**src/rtl/dtpif_pkg.sv**
```systemverilog
package dtpif_pkg;

   typedef enum logic [3:0] {
      RI_PB        = 4'd0,
      RI_PA        = 4'd1,
      RI_PB_DIR    = 4'd2,
      RI_PA_DIR    = 4'd3,
      RI_T1_CNT_LO = 4'd4,
      RI_T1_CNT_HI = 4'd5,
      RI_T1_LAT_LO = 4'd6,
      RI_T1_LAT_HI = 4'd7,
      RI_T2_CNT_LO = 4'd8,
      RI_T2_CNT_HI = 4'd9,
      RI_SHIFT     = 4'd10,
      RI_AUX       = 4'd11,
      RI_PERIPH    = 4'd12,
      RI_FLAGS     = 4'd13,
      RI_ENABLES   = 4'd14,
      RI_PA_ALIAS  = 4'd15
   } reg_idx_e;

   localparam int IDX_W   = 4;
   localparam int N_REGS  = 1 << IDX_W;
   localparam int FLAG_W  = 7;
   localparam int FB_SR   = 2;
   localparam int FB_T2   = 5;
   localparam int FB_T1   = 6;
   localparam logic [FLAG_W-1:0] IRQ_SRC_MASK = 7'h64;
   localparam logic [FLAG_W-1:0] SR_RD_CLEAR  = 7'h1C;
   localparam logic [1:0] T1_MODE_FREE = 2'b01;

endpackage

```
**src/rtl/dtpif_port.sv**
```systemverilog
module dtpif_port #(
   parameter int DW = 8,
   parameter logic [DW-1:0] DIR_RST = '0
) (
   input  logic          clk,
   input  logic          rst_n,
   input  logic          dir_we,
   input  logic          dat_we,
   input  logic [DW-1:0] wdata,
   output logic [DW-1:0] dat,
   output logic [DW-1:0] dir
);

   logic [DW-1:0] dat_q;
   logic [DW-1:0] dir_q;

   always_ff @(posedge clk) begin
      if (!rst_n) begin
         dat_q <= '0;
         dir_q <= DIR_RST;
      end else begin
         if (dir_we) dir_q <= wdata;
         if (dat_we) dat_q <= (dat_q & ~dir_q) | (wdata & dir_q);
      end
   end

   assign dat = dat_q;
   assign dir = dir_q;

endmodule

```
**src/rtl/dtpif_timer.sv**
```systemverilog
module dtpif_timer #(
   parameter int TW      = 16,
   parameter bit FREE_OK = 1'b1
) (
   input  logic            clk,
   input  logic            rst_n,
   input  logic            tick,
   input  logic            lo_we,
   input  logic            hi_we,
   input  logic            load,
   input  logic            free,
   input  logic [TW/2-1:0] wbyte,
   output logic [TW-1:0]   cnt,
   output logic [TW-1:0]   lat,
   output logic            expire
);

   localparam int HW = TW / 2;
   localparam logic [TW-1:0] ALL1 = '1;

   if ((TW % 2) != 0) begin : g_bad_tw
      $error("dtpif_timer: TW must be even");
   end

   logic [TW-1:0] cnt_q, cnt_d, lat_q, lat_d;
   logic          wrap_q, wrap_d, armed_q, armed_d, exp_c;

   always_comb begin
      lat_d = lat_q;
      if (lo_we) lat_d[HW-1:0]  = wbyte;
      if (hi_we) lat_d[TW-1:HW] = wbyte;
   end

   if (FREE_OK) begin : g_t1
      // Period of latch+2: down to 0, one tick at all-ones, then the end tick.
      always_comb begin
         cnt_d   = cnt_q;
         wrap_d  = wrap_q;
         armed_d = armed_q;
         exp_c   = 1'b0;
         if (load) begin
            cnt_d   = lat_d;
            wrap_d  = 1'b0;
            armed_d = 1'b1;
         end else if (tick) begin
            if (wrap_q) begin
               exp_c   = free | armed_q;
               armed_d = 1'b0;
               wrap_d  = 1'b0;
               cnt_d   = free ? lat_d : cnt_q - TW'(1);
            end else if (cnt_q == '0) begin
               cnt_d  = ALL1;
               wrap_d = 1'b1;
            end else begin
               cnt_d = cnt_q - TW'(1);
            end
         end
      end
   end else begin : g_t2
      logic unused_in;
      assign unused_in = free ^ wrap_q;
      always_comb begin
         cnt_d   = cnt_q;
         wrap_d  = 1'b0;
         armed_d = armed_q;
         exp_c   = 1'b0;
         if (load) begin
            cnt_d   = lat_d;
            armed_d = 1'b1;
         end else if (tick) begin
            cnt_d = cnt_q - TW'(1);
            if (cnt_q == '0 && armed_q) begin
               exp_c   = 1'b1;
               armed_d = 1'b0;
            end
         end
      end
   end

   always_ff @(posedge clk) begin
      if (!rst_n) begin
         cnt_q   <= ALL1;
         lat_q   <= ALL1;
         wrap_q  <= 1'b0;
         armed_q <= 1'b0;
      end else begin
         cnt_q   <= cnt_d;
         lat_q   <= lat_d;
         wrap_q  <= wrap_d;
         armed_q <= armed_d;
      end
   end

   assign cnt    = cnt_q;
   assign lat    = lat_q;
   assign expire = exp_c;

endmodule

```
**src/rtl/dtpif_irq.sv**
```systemverilog
module dtpif_irq #(
   parameter int FW = 7,
   parameter logic [FW-1:0] SRC_MASK = '1
) (
   input  logic          clk,
   input  logic          rst_n,
   input  logic [FW-1:0] set_v,
   input  logic [FW-1:0] clr_v,
   input  logic          en_we,
   input  logic [FW:0]   en_wdata,
   output logic [FW-1:0] ifr,
   output logic [FW-1:0] ier,
   output logic          any_pend,
   output logic          irq
);

   logic [FW-1:0] ifr_q, ier_q;

   always_ff @(posedge clk) begin
      if (!rst_n) begin
         ifr_q <= '0;
         ier_q <= '0;
      end else begin
         ifr_q <= (ifr_q & ~clr_v) | set_v;
         if (en_we) begin
            if (en_wdata[FW]) ier_q <= ier_q | en_wdata[FW-1:0];
            else              ier_q <= ier_q & ~en_wdata[FW-1:0];
         end
      end
   end

   assign ifr      = ifr_q;
   assign ier      = ier_q;
   assign any_pend = |(ifr_q & ier_q);
   assign irq      = |(ifr_q & ier_q & SRC_MASK);

endmodule

```
**src/rtl/dual_timer_pif.sv**
```systemverilog
module dual_timer_pif
   import dtpif_pkg::*;
#(
   parameter int DW = 8,
   parameter int TW = 16
) (
   input  logic             clk,
   input  logic             rst_n,
   input  logic             tick_en,
   input  logic             cs,
   input  logic             wr,
   input  logic [IDX_W-1:0] addr,
   input  logic [DW-1:0]    wdata,
   output logic [DW-1:0]    rdata,
   input  logic             sr_done,
   output logic [DW-1:0]    pa_out,
   output logic [DW-1:0]    pa_dir,
   output logic [DW-1:0]    pb_out,
   output logic [DW-1:0]    pb_dir,
   output logic             irq
);

   localparam int FW = DW - 1;

   if (DW != FLAG_W + 1) begin : g_bad_dw
      $error("dual_timer_pif: DW must be FLAG_W+1");
   end
   if (TW != 2 * DW) begin : g_bad_tw
      $error("dual_timer_pif: TW must be twice DW");
   end

   // ---------------- decode ----------------
   logic [N_REGS-1:0] wr_hit;
   for (genvar gi = 0; gi < N_REGS; gi++) begin : g_dec
      assign wr_hit[gi] = cs && wr && (addr == IDX_W'(gi));
   end

   logic rd_cyc, rd_t1lo, rd_t2lo, rd_sr;
   assign rd_cyc  = cs && !wr;
   assign rd_t1lo = rd_cyc && (addr == RI_T1_CNT_LO);
   assign rd_t2lo = rd_cyc && (addr == RI_T2_CNT_LO);
   assign rd_sr   = rd_cyc && (addr == RI_SHIFT);

   // ---------------- ports ----------------
   dtpif_port #(.DW(DW), .DIR_RST('1)) u_pb (
      .clk    (clk),
      .rst_n  (rst_n),
      .dir_we (wr_hit[RI_PB_DIR]),
      .dat_we (wr_hit[RI_PB]),
      .wdata  (wdata),
      .dat    (pb_out),
      .dir    (pb_dir)
   );

   dtpif_port #(.DW(DW), .DIR_RST('0)) u_pa (
      .clk    (clk),
      .rst_n  (rst_n),
      .dir_we (wr_hit[RI_PA_DIR]),
      .dat_we (wr_hit[RI_PA] | wr_hit[RI_PA_ALIAS]),
      .wdata  (wdata),
      .dat    (pa_out),
      .dir    (pa_dir)
   );

   // ---------------- plain storage ----------------
   logic [DW-1:0] sr_q, acr, pcr;

   always_ff @(posedge clk) begin
      if (!rst_n) begin
         sr_q <= '0;
         acr  <= '0;
         pcr  <= '0;
      end else begin
         if (wr_hit[RI_SHIFT])  sr_q <= wdata;
         if (wr_hit[RI_AUX])    acr  <= wdata;
         if (wr_hit[RI_PERIPH]) pcr  <= wdata;
      end
   end

   // ---------------- timers ----------------
   logic [TW-1:0] t1_cnt, t1_lat, t2_cnt, t2_lat_unused;
   logic          t1_exp, t2_exp, t1_free;

   assign t1_free = (acr[DW-1:DW-2] == T1_MODE_FREE);

   dtpif_timer #(.TW(TW), .FREE_OK(1'b1)) u_t1 (
      .clk    (clk),
      .rst_n  (rst_n),
      .tick   (tick_en),
      .lo_we  (wr_hit[RI_T1_CNT_LO] | wr_hit[RI_T1_LAT_LO]),
      .hi_we  (wr_hit[RI_T1_CNT_HI] | wr_hit[RI_T1_LAT_HI]),
      .load   (wr_hit[RI_T1_CNT_HI]),
      .free   (t1_free),
      .wbyte  (wdata),
      .cnt    (t1_cnt),
      .lat    (t1_lat),
      .expire (t1_exp)
   );

   dtpif_timer #(.TW(TW), .FREE_OK(1'b0)) u_t2 (
      .clk    (clk),
      .rst_n  (rst_n),
      .tick   (tick_en),
      .lo_we  (wr_hit[RI_T2_CNT_LO]),
      .hi_we  (wr_hit[RI_T2_CNT_HI]),
      .load   (wr_hit[RI_T2_CNT_HI]),
      .free   (1'b0),
      .wbyte  (wdata),
      .cnt    (t2_cnt),
      .lat    (t2_lat_unused),
      .expire (t2_exp)
   );

   // ---------------- flags ----------------
   logic [FW-1:0] set_v, clr_v, ifr, ier;
   logic          any_pend;

   always_comb begin
      set_v        = '0;
      set_v[FB_T1] = t1_exp;
      set_v[FB_T2] = t2_exp;
      set_v[FB_SR] = sr_done;
   end

   always_comb begin
      clr_v = '0;
      if (wr_hit[RI_FLAGS]) clr_v = wdata[FW-1:0];
      if (rd_t1lo || wr_hit[RI_T1_CNT_HI] || wr_hit[RI_T1_LAT_HI]) clr_v[FB_T1] = 1'b1;
      if (rd_t2lo || wr_hit[RI_T2_CNT_HI]) clr_v[FB_T2] = 1'b1;
      if (rd_sr) clr_v = clr_v | SR_RD_CLEAR;
   end

   dtpif_irq #(.FW(FW), .SRC_MASK(IRQ_SRC_MASK)) u_irq (
      .clk      (clk),
      .rst_n    (rst_n),
      .set_v    (set_v),
      .clr_v    (clr_v),
      .en_we    (wr_hit[RI_ENABLES]),
      .en_wdata (wdata),
      .ifr      (ifr),
      .ier      (ier),
      .any_pend (any_pend),
      .irq      (irq)
   );

   // ---------------- read mux ----------------
   always_comb begin
      rdata = '0;
      if (rd_cyc) begin
         case (reg_idx_e'(addr))
            RI_PB:        rdata = pb_out;
            RI_PA:        rdata = pa_out;
            RI_PB_DIR:    rdata = pb_dir;
            RI_PA_DIR:    rdata = pa_dir;
            RI_T1_CNT_LO: rdata = t1_cnt[DW-1:0];
            RI_T1_CNT_HI: rdata = t1_cnt[TW-1:DW];
            RI_T1_LAT_LO: rdata = t1_lat[DW-1:0];
            RI_T1_LAT_HI: rdata = t1_lat[TW-1:DW];
            RI_T2_CNT_LO: rdata = t2_cnt[DW-1:0];
            RI_T2_CNT_HI: rdata = t2_cnt[TW-1:DW];
            RI_SHIFT:     rdata = sr_q;
            RI_AUX:       rdata = acr;
            RI_PERIPH:    rdata = pcr;
            RI_FLAGS:     rdata = {any_pend, ifr};
            RI_ENABLES:   rdata = {1'b1, ier};
            RI_PA_ALIAS:  rdata = pa_out;
            default:      rdata = '0;
         endcase
      end
   end

endmodule

```
**config.mk**
```make
export PLATFORM = sky130hd
export DESIGN_NAME = dual_timer_pif
export DESIGN_NICKNAME = d
export VERILOG_FILES = /design/src/rtl/dtpif_pkg.sv /design/src/rtl/dtpif_port.sv /design/src/rtl/dtpif_timer.sv /design/src/rtl/dtpif_irq.sv /design/src/rtl/dual_timer_pif.sv
export SDC_FILE = /design/constraint.sdc
export NUM_CORES = 1
export LEC_CHECK = 0
export ABC_AREA = 0
export BUFFER_PORTS_ARGS = -buffer_cell sky130_fd_sc_hd__buf_2
export CAP_MARGIN = 20
export CORE_MARGIN = 8
export CORE_UTILIZATION = 60
export CTS_CLUSTER_DIAMETER = 120
export DETAILED_ROUTE_END_ITERATION = 6
export MAX_ROUTING_LAYER = met4
export PLACE_DENSITY = 0.81
export SETUP_SLACK_MARGIN = 0.5
export SLEW_MARGIN = 20
export SYNTH_ARGS = -nofsm -noshare
export SYNTH_HDL_FRONTEND = slang
export SYNTH_SLANG_ARGS = --single-unit
```
**constraint.sdc**
```tcl
create_clock -name clk -period 4.1 [get_ports clk]
set_input_delay 0.205 -clock clk [delete_from_list [all_inputs] [get_ports clk]]
set_output_delay 0.205 -clock clk [all_outputs]
set_load 0.05 [all_outputs]
```
Word-level counts from Yosys, hierarchy flattened
Cells that the tools add are included.

Latch bits: 0. Input bits: 18. Memories: 0. Output and inout bits: 41. Memory bits (writable): 0. Word-level logic and storage cells: 125. Bits in read-only memories: 0. Bits in registers: 137.

$mul: 0. Shifts and indexed selects: 0. Add/sub/neg operators: 2. Mux-type cells: 32. Bitwise gates (word level): 20. Reductions and logical operators: 39. Eq/ne operators: 16. Magnitude comparators: 0. Div/mod/pow operators: 0.

Operators by type and width (number): one-hot mux 8 bit (15 select lines) (1); two-way mux 16 bit (7); two-way mux 8 bit (5); bitwise AND 8 bit (4); equality test 4 bit, second input constant (8); zero test 16 bit (2); subtractor 16 x 1 -> 16 bit, second input constant (2); logical AND 1 bit (22); bitwise AND 7 bit (3); equality test 4 x 3 -> 1 bit, second input constant (4); two-way mux 1 bit (16); inverter 8 bit (2); bitwise OR 8 bit (2); two-way mux 7 bit (2); inverter 7 bit (2); bitwise OR 7 bit (2); equality test 4 x 2 -> 1 bit, second input constant (2); nonzero test 2 bit (4); OR reduction 7 bit (1); two-way mux 5 bit (1); equality test 4 x 1 -> 1 bit, second input constant (1); zero test 4 bit (1); bitwise OR 1 bit (4); AND reduction 2 bit (2); other kinds (6) (9).

Longest topological paths before layout
Depth after elaboration: 9. Depth in mapped cells: 8. Mapped depth without buffers: 7.

Cells and area by module
From an unflattened synthesis, not the netlist that was laid out.

Cell total of the unflattened synthesis: 868. Area total of the unflattened synthesis: 7384.6 µm².

By module, submodules not included: dual_timer_pif (area an instance 2223.4 µm², cells an instance 304, seq. area each 480.5 µm², instances 1); dtpif_timer at u_t1 (area an instance 1752.9 µm², cells an instance 205, seq. area each 680.7 µm², instances 1); dtpif_timer at u_t2 (area an instance 1555.2 µm², cells an instance 166, seq. area each 660.6 µm², instances 1); dtpif_port at u_pa (area an instance 645.6 µm², cells an instance 68, seq. area each 320.3 µm², instances 1); dtpif_port at u_pb (area an instance 625.6 µm², cells an instance 68, seq. area each 320.3 µm², instances 1); dtpif_irq (area an instance 581.8 µm², cells an instance 57, seq. area each 280.3 µm², instances 1).

Worst setup path before layout
No wires, ideal clock.

Kind: input to output. From: input port addr[3]. To: output port rdata[3]. Arrival: 2.185 ns. Slack: 1.710 ns. Stages on the path: 7. Path buffers: 3. Data required time: 3.895 ns. Path through: buf_2 > clkbuf_1 > clkbuf_1 > nand2_1 > o22ai_1 > a31oi_1 > a31oi_1.

Cells in the longest elaborated chain, start to end: 4. Elaborated cells between the ends (all ways): 19. Those cells by class: 15 x eq/ne; 2 x mux; 2 x reduce/logical.

Ends and longest elaborated chain: start: declaration (line dual_timer_pif.sv:12) `input logic [IDX_W-1:0] addr,`; equality test 4 x 1 -> 1 bit or equality test 4 bit (tied branches) (line dual_timer_pif.sv:150) `case (reg_idx_e'(addr))`; OR reduction 2 bit (no line); one-hot mux 8 bit (15 select lines) * (line dual_timer_pif.sv:150); two-way mux 8 bit * (line dual_timer_pif.sv:149) `if (rd_cyc) begin`; end: declaration (line dual_timer_pif.sv:14) `output logic [DW-1:0] rdata,`.

Every way passes the cells marked *; elsewhere a longest branch is shown, timed or not.

Worst setup path in the final report
From: input port addr[3]. To: output port rdata[1].

The elaborated chain is that of the path after synthesis.

==> metrics.md <==
| Metric | Value |
|---|---|
| Io pins | `59` |
| Yosys warns | `0` |
| Hold slack final | `5.70 ps` |
| Post-Synthesis Net Count | `884` |
| Fmax | `0.387 GHz` |
| Overall die height | `124 um` |
| Die width | `124 um` |
| Worst skew pair latency | `430 ps` |
| Post-CTS setup buffers | `0` |
| WL met2 | `11,100 um` |
| Drt wl/cell | `23.9 um` |
| Final min period | `2590 ps` |
| Hold bufs inserted after CTS | `0` |
| Vias per std cell | `6.82` |
| Worst hold stages | `3` |
| Critical path peak fanout | `37` |
| Asr flop ratio synth | `0` |
| Rel. slew slack | `0.431` |
| Initial Util | `0.612` |
| Area Growth Syn to Fin | `12.8%` |
| CTS tree | `yes` |
| Worst r2r src | `u_t1.cnt[1]` |
| Gate power share | `0.090` |
| # resized after CTS | `0` |
| Hold Path Sink | `u_irq.ifr[2]` |
| HP Class | `in2reg` |
| Sequential share of power | `0.398` |
| Clk slew on worst S/H paths | `60 ps` |
| Power per cell area | `414 mW/mm^2` |
| Via count | `7,055` |
| P_int | `2390 uW` |
| Setup violations, final | `0` |
| RSZ-0062 raised after global routing | `no` |
| Routed length on met3 | `2610 um` |
| Layout cell share with drive strength beyond 1 | `0.145` |
| Psw | `854 uW` |
| Most used DFF post-synth | `dfxtp_1` |
| Die ar. | `0.0153 sq mm` |
| WP data arrival | `2380 ps` |
| CTS Buf Count | `17` |
| CTS Sinks | `129` |
| Fin util | `0.690` |
| H-Tree Depth | `4` |
| Global route total overflow | `0` |
| Slew Viols, Final | `0` |
| Worst slew pin tran | `851 ps` |
| Diode count | `0` |
| Mapped Cells | `862` |
| Total iterations of the first detailed-routing run | `7` |
| Wire length of the first global-routing pass | `38,000 um` |
| PortBufs | `58` |
| Req. time, crit path | `3890 ps` |
| FF-to-FF setup slack | `1770 ps` |
| Top sig layer | `met4` |
| Status | `finished clean` |
| Worst r2r dst | `u_t1.cnt[7]` |
| Sw Share | `0.263` |
| Clock power frac | `0.512` |
| Seq cells post-synth | `129` |
| GRT Resource Usage Total | `0.336` |
| CP Capture Type | `primary output` |
| Dpl hpwl | `17,100 um` |
| Routed length on met1 | `9660 um` |
| Max Cap Viol | `0` |
| Clock tree root buffer cell | `clkbuf_16` |
| Clock skew | `8.77 ps` |
| Maximum buffer depth of the clock tree | `2` |
| Final worst-path cycle share | `0.630` |
| Sequential fraction of the synthesis area | `0.371` |
| Routed wire length | `24,700 um` |
| DRC Markers | `0` |
| Reg2Reg Depth | `6` |
| Row count | `39` |
| Routed Antenna Nets | `0` |
| Final Non-Filler Cells | `1,035` |
| Cell area after synthesis | `0.00695 sq mm` |
| Synth unique cells | `72` |
| Leakage | `0.00313 uW` |
| VDD IR max | `0.461 mV` |
| Initial antenna violation count | `0` |
| Setup CP Type | `in2out` |
| Vias in the first global route | `6,614` |
| RePlAce Congestion | `1.10` |
| Hold_sp | `sr_done` |
| Number of synthesized flops with an enable pin | `0` |
| Avg Cell Area, Syn | `8.07 sq um` |
| Count of final hold-check violations | `0` |
| CORE AREA | `0.0114 sq mm` |
| Worst Setup Start Kind | `input port` |
| Final Net Count | `901` |
| Largest net degree at the start of global routing | `62` |
| Setup_tns | `0 ps` |
| Initial DRC count | `1,220` |
| Post-Place Cells | `1,003` |
through the flow:
step / setup WS [ps] / cell area, sq um / total power [uW]
2_1_floorplan: 1710 / 6950 / 1510
3_3_place_gp: 1540 / 7200 / 1590
3_5_place_dp: 1540 / 7200 / 1600
4_1_cts: 1580 / 7840 / 3230
5_1_grt: 1280 / 7840 / 3320
6_report: 1510 / 7840 / 3240
synthesized netlist by cell type (all sizes together), types with 11 or more instances:
cell     instances  area (sq um)
nand2          123           462
clkbuf          45           169
nor2            80           300
o21ai           45           229
nor2b           12          75.1
nor3            25           201
nand3           60           300
o2bb2ai         11          96.3
nand4           11          75.1
buf             24           119
mux2i           56           561
a31oi           17           119
inv             23          86.3
dfxtp          129          2580
a21oi           49           245
cell families (layout without fill, tap and decap cells):
family                     after synthesis  count (layout)  synth area share
buffers and inverters                   92             122            0.0538
AOI/OAI and AO/OA                      204             204             0.199
and+or+nand+nor                        351             351             0.247
muxes                                   68              68             0.103
adders and majority gates                4               4           0.00720
DFF                                    129             129             0.371
xor gates and xnor gates                14              14            0.0187
routing by layer:
layer,vias to the layer above,GRT usage
met3,108,0.0925
li1,3133,-
met2,456,0.487
met1,3358,0.413
met4,0,0.193
met5,-,-
area by class of cell:
cell class	instances	area, sq um
Sequential cell	129	2580
Inverter	23	86.3
Timing Repair Buffer	67	358
Fill cell	923	3530
Tap cell	143	179
Multi-Input combinational cell	641	4000
Clock inverter	14	200
Clock buffer	18	439
worst max-delay path by stage:
| stage | end | depth (start not counted) | start |
|---|---|---|---|
| 3_3_place_gp | u_t1.cnt[15] | 7 | addr[2] |
| 3_5_place_dp | u_t1.cnt[15] | 7 | addr[2] |
| 5_1_grt | rdata[1] | 8 | addr[3] |
| 4_1_cts | rdata[1] | 8 | addr[3] |
| 2_1_floorplan | rdata[3] | 7 | addr[3] |
| 6_report | rdata[1] | 8 | addr[3] |
layout by cell type, fill, tap and decap left out, types with 5 or more instances in the layout:
master,count
nor3_4,5
a32oi_1,6
nand4_1,10
nand3_1,60
nor3_1,16
a221oi_1,10
a22o_1,10
a21o_1,5
o21ai_1,29
xor2_1,10
buf_4,9
nand2_1,123
a22oi_1,8
o2bb2ai_1,11
nor2_1,80
and2_1,5
o22ai_1,6
mux2_1,7
mux2i_1,56
clkbuf_16,17
buf_2,58
nor2b_1,12
a21oi_1,49
dfxtp_1,129
o21ai_0,15
inv_1,20
and3_1,10
a31oi_1,15
o211ai_1,6
power by group through the flow:
stage	sequential (uW)	clock (uW)	combinational [uW]
after floorplan	1310	0	195
after global placement	1320	0	277
after detailed placement	1320	0	281
after CTS	1290	1660	283
after global routing	1290	1720	309
final	1290	1660	293
worst max-delay path: stages:
cell and delay (ps):
buf_2 540, nor2b_1 430, buf_4 260, a221oi_1 90, nor2_1 260, a221oi_1 120, a21oi_1 180, buf_2 280
Power figures use the tool's default switching activity.
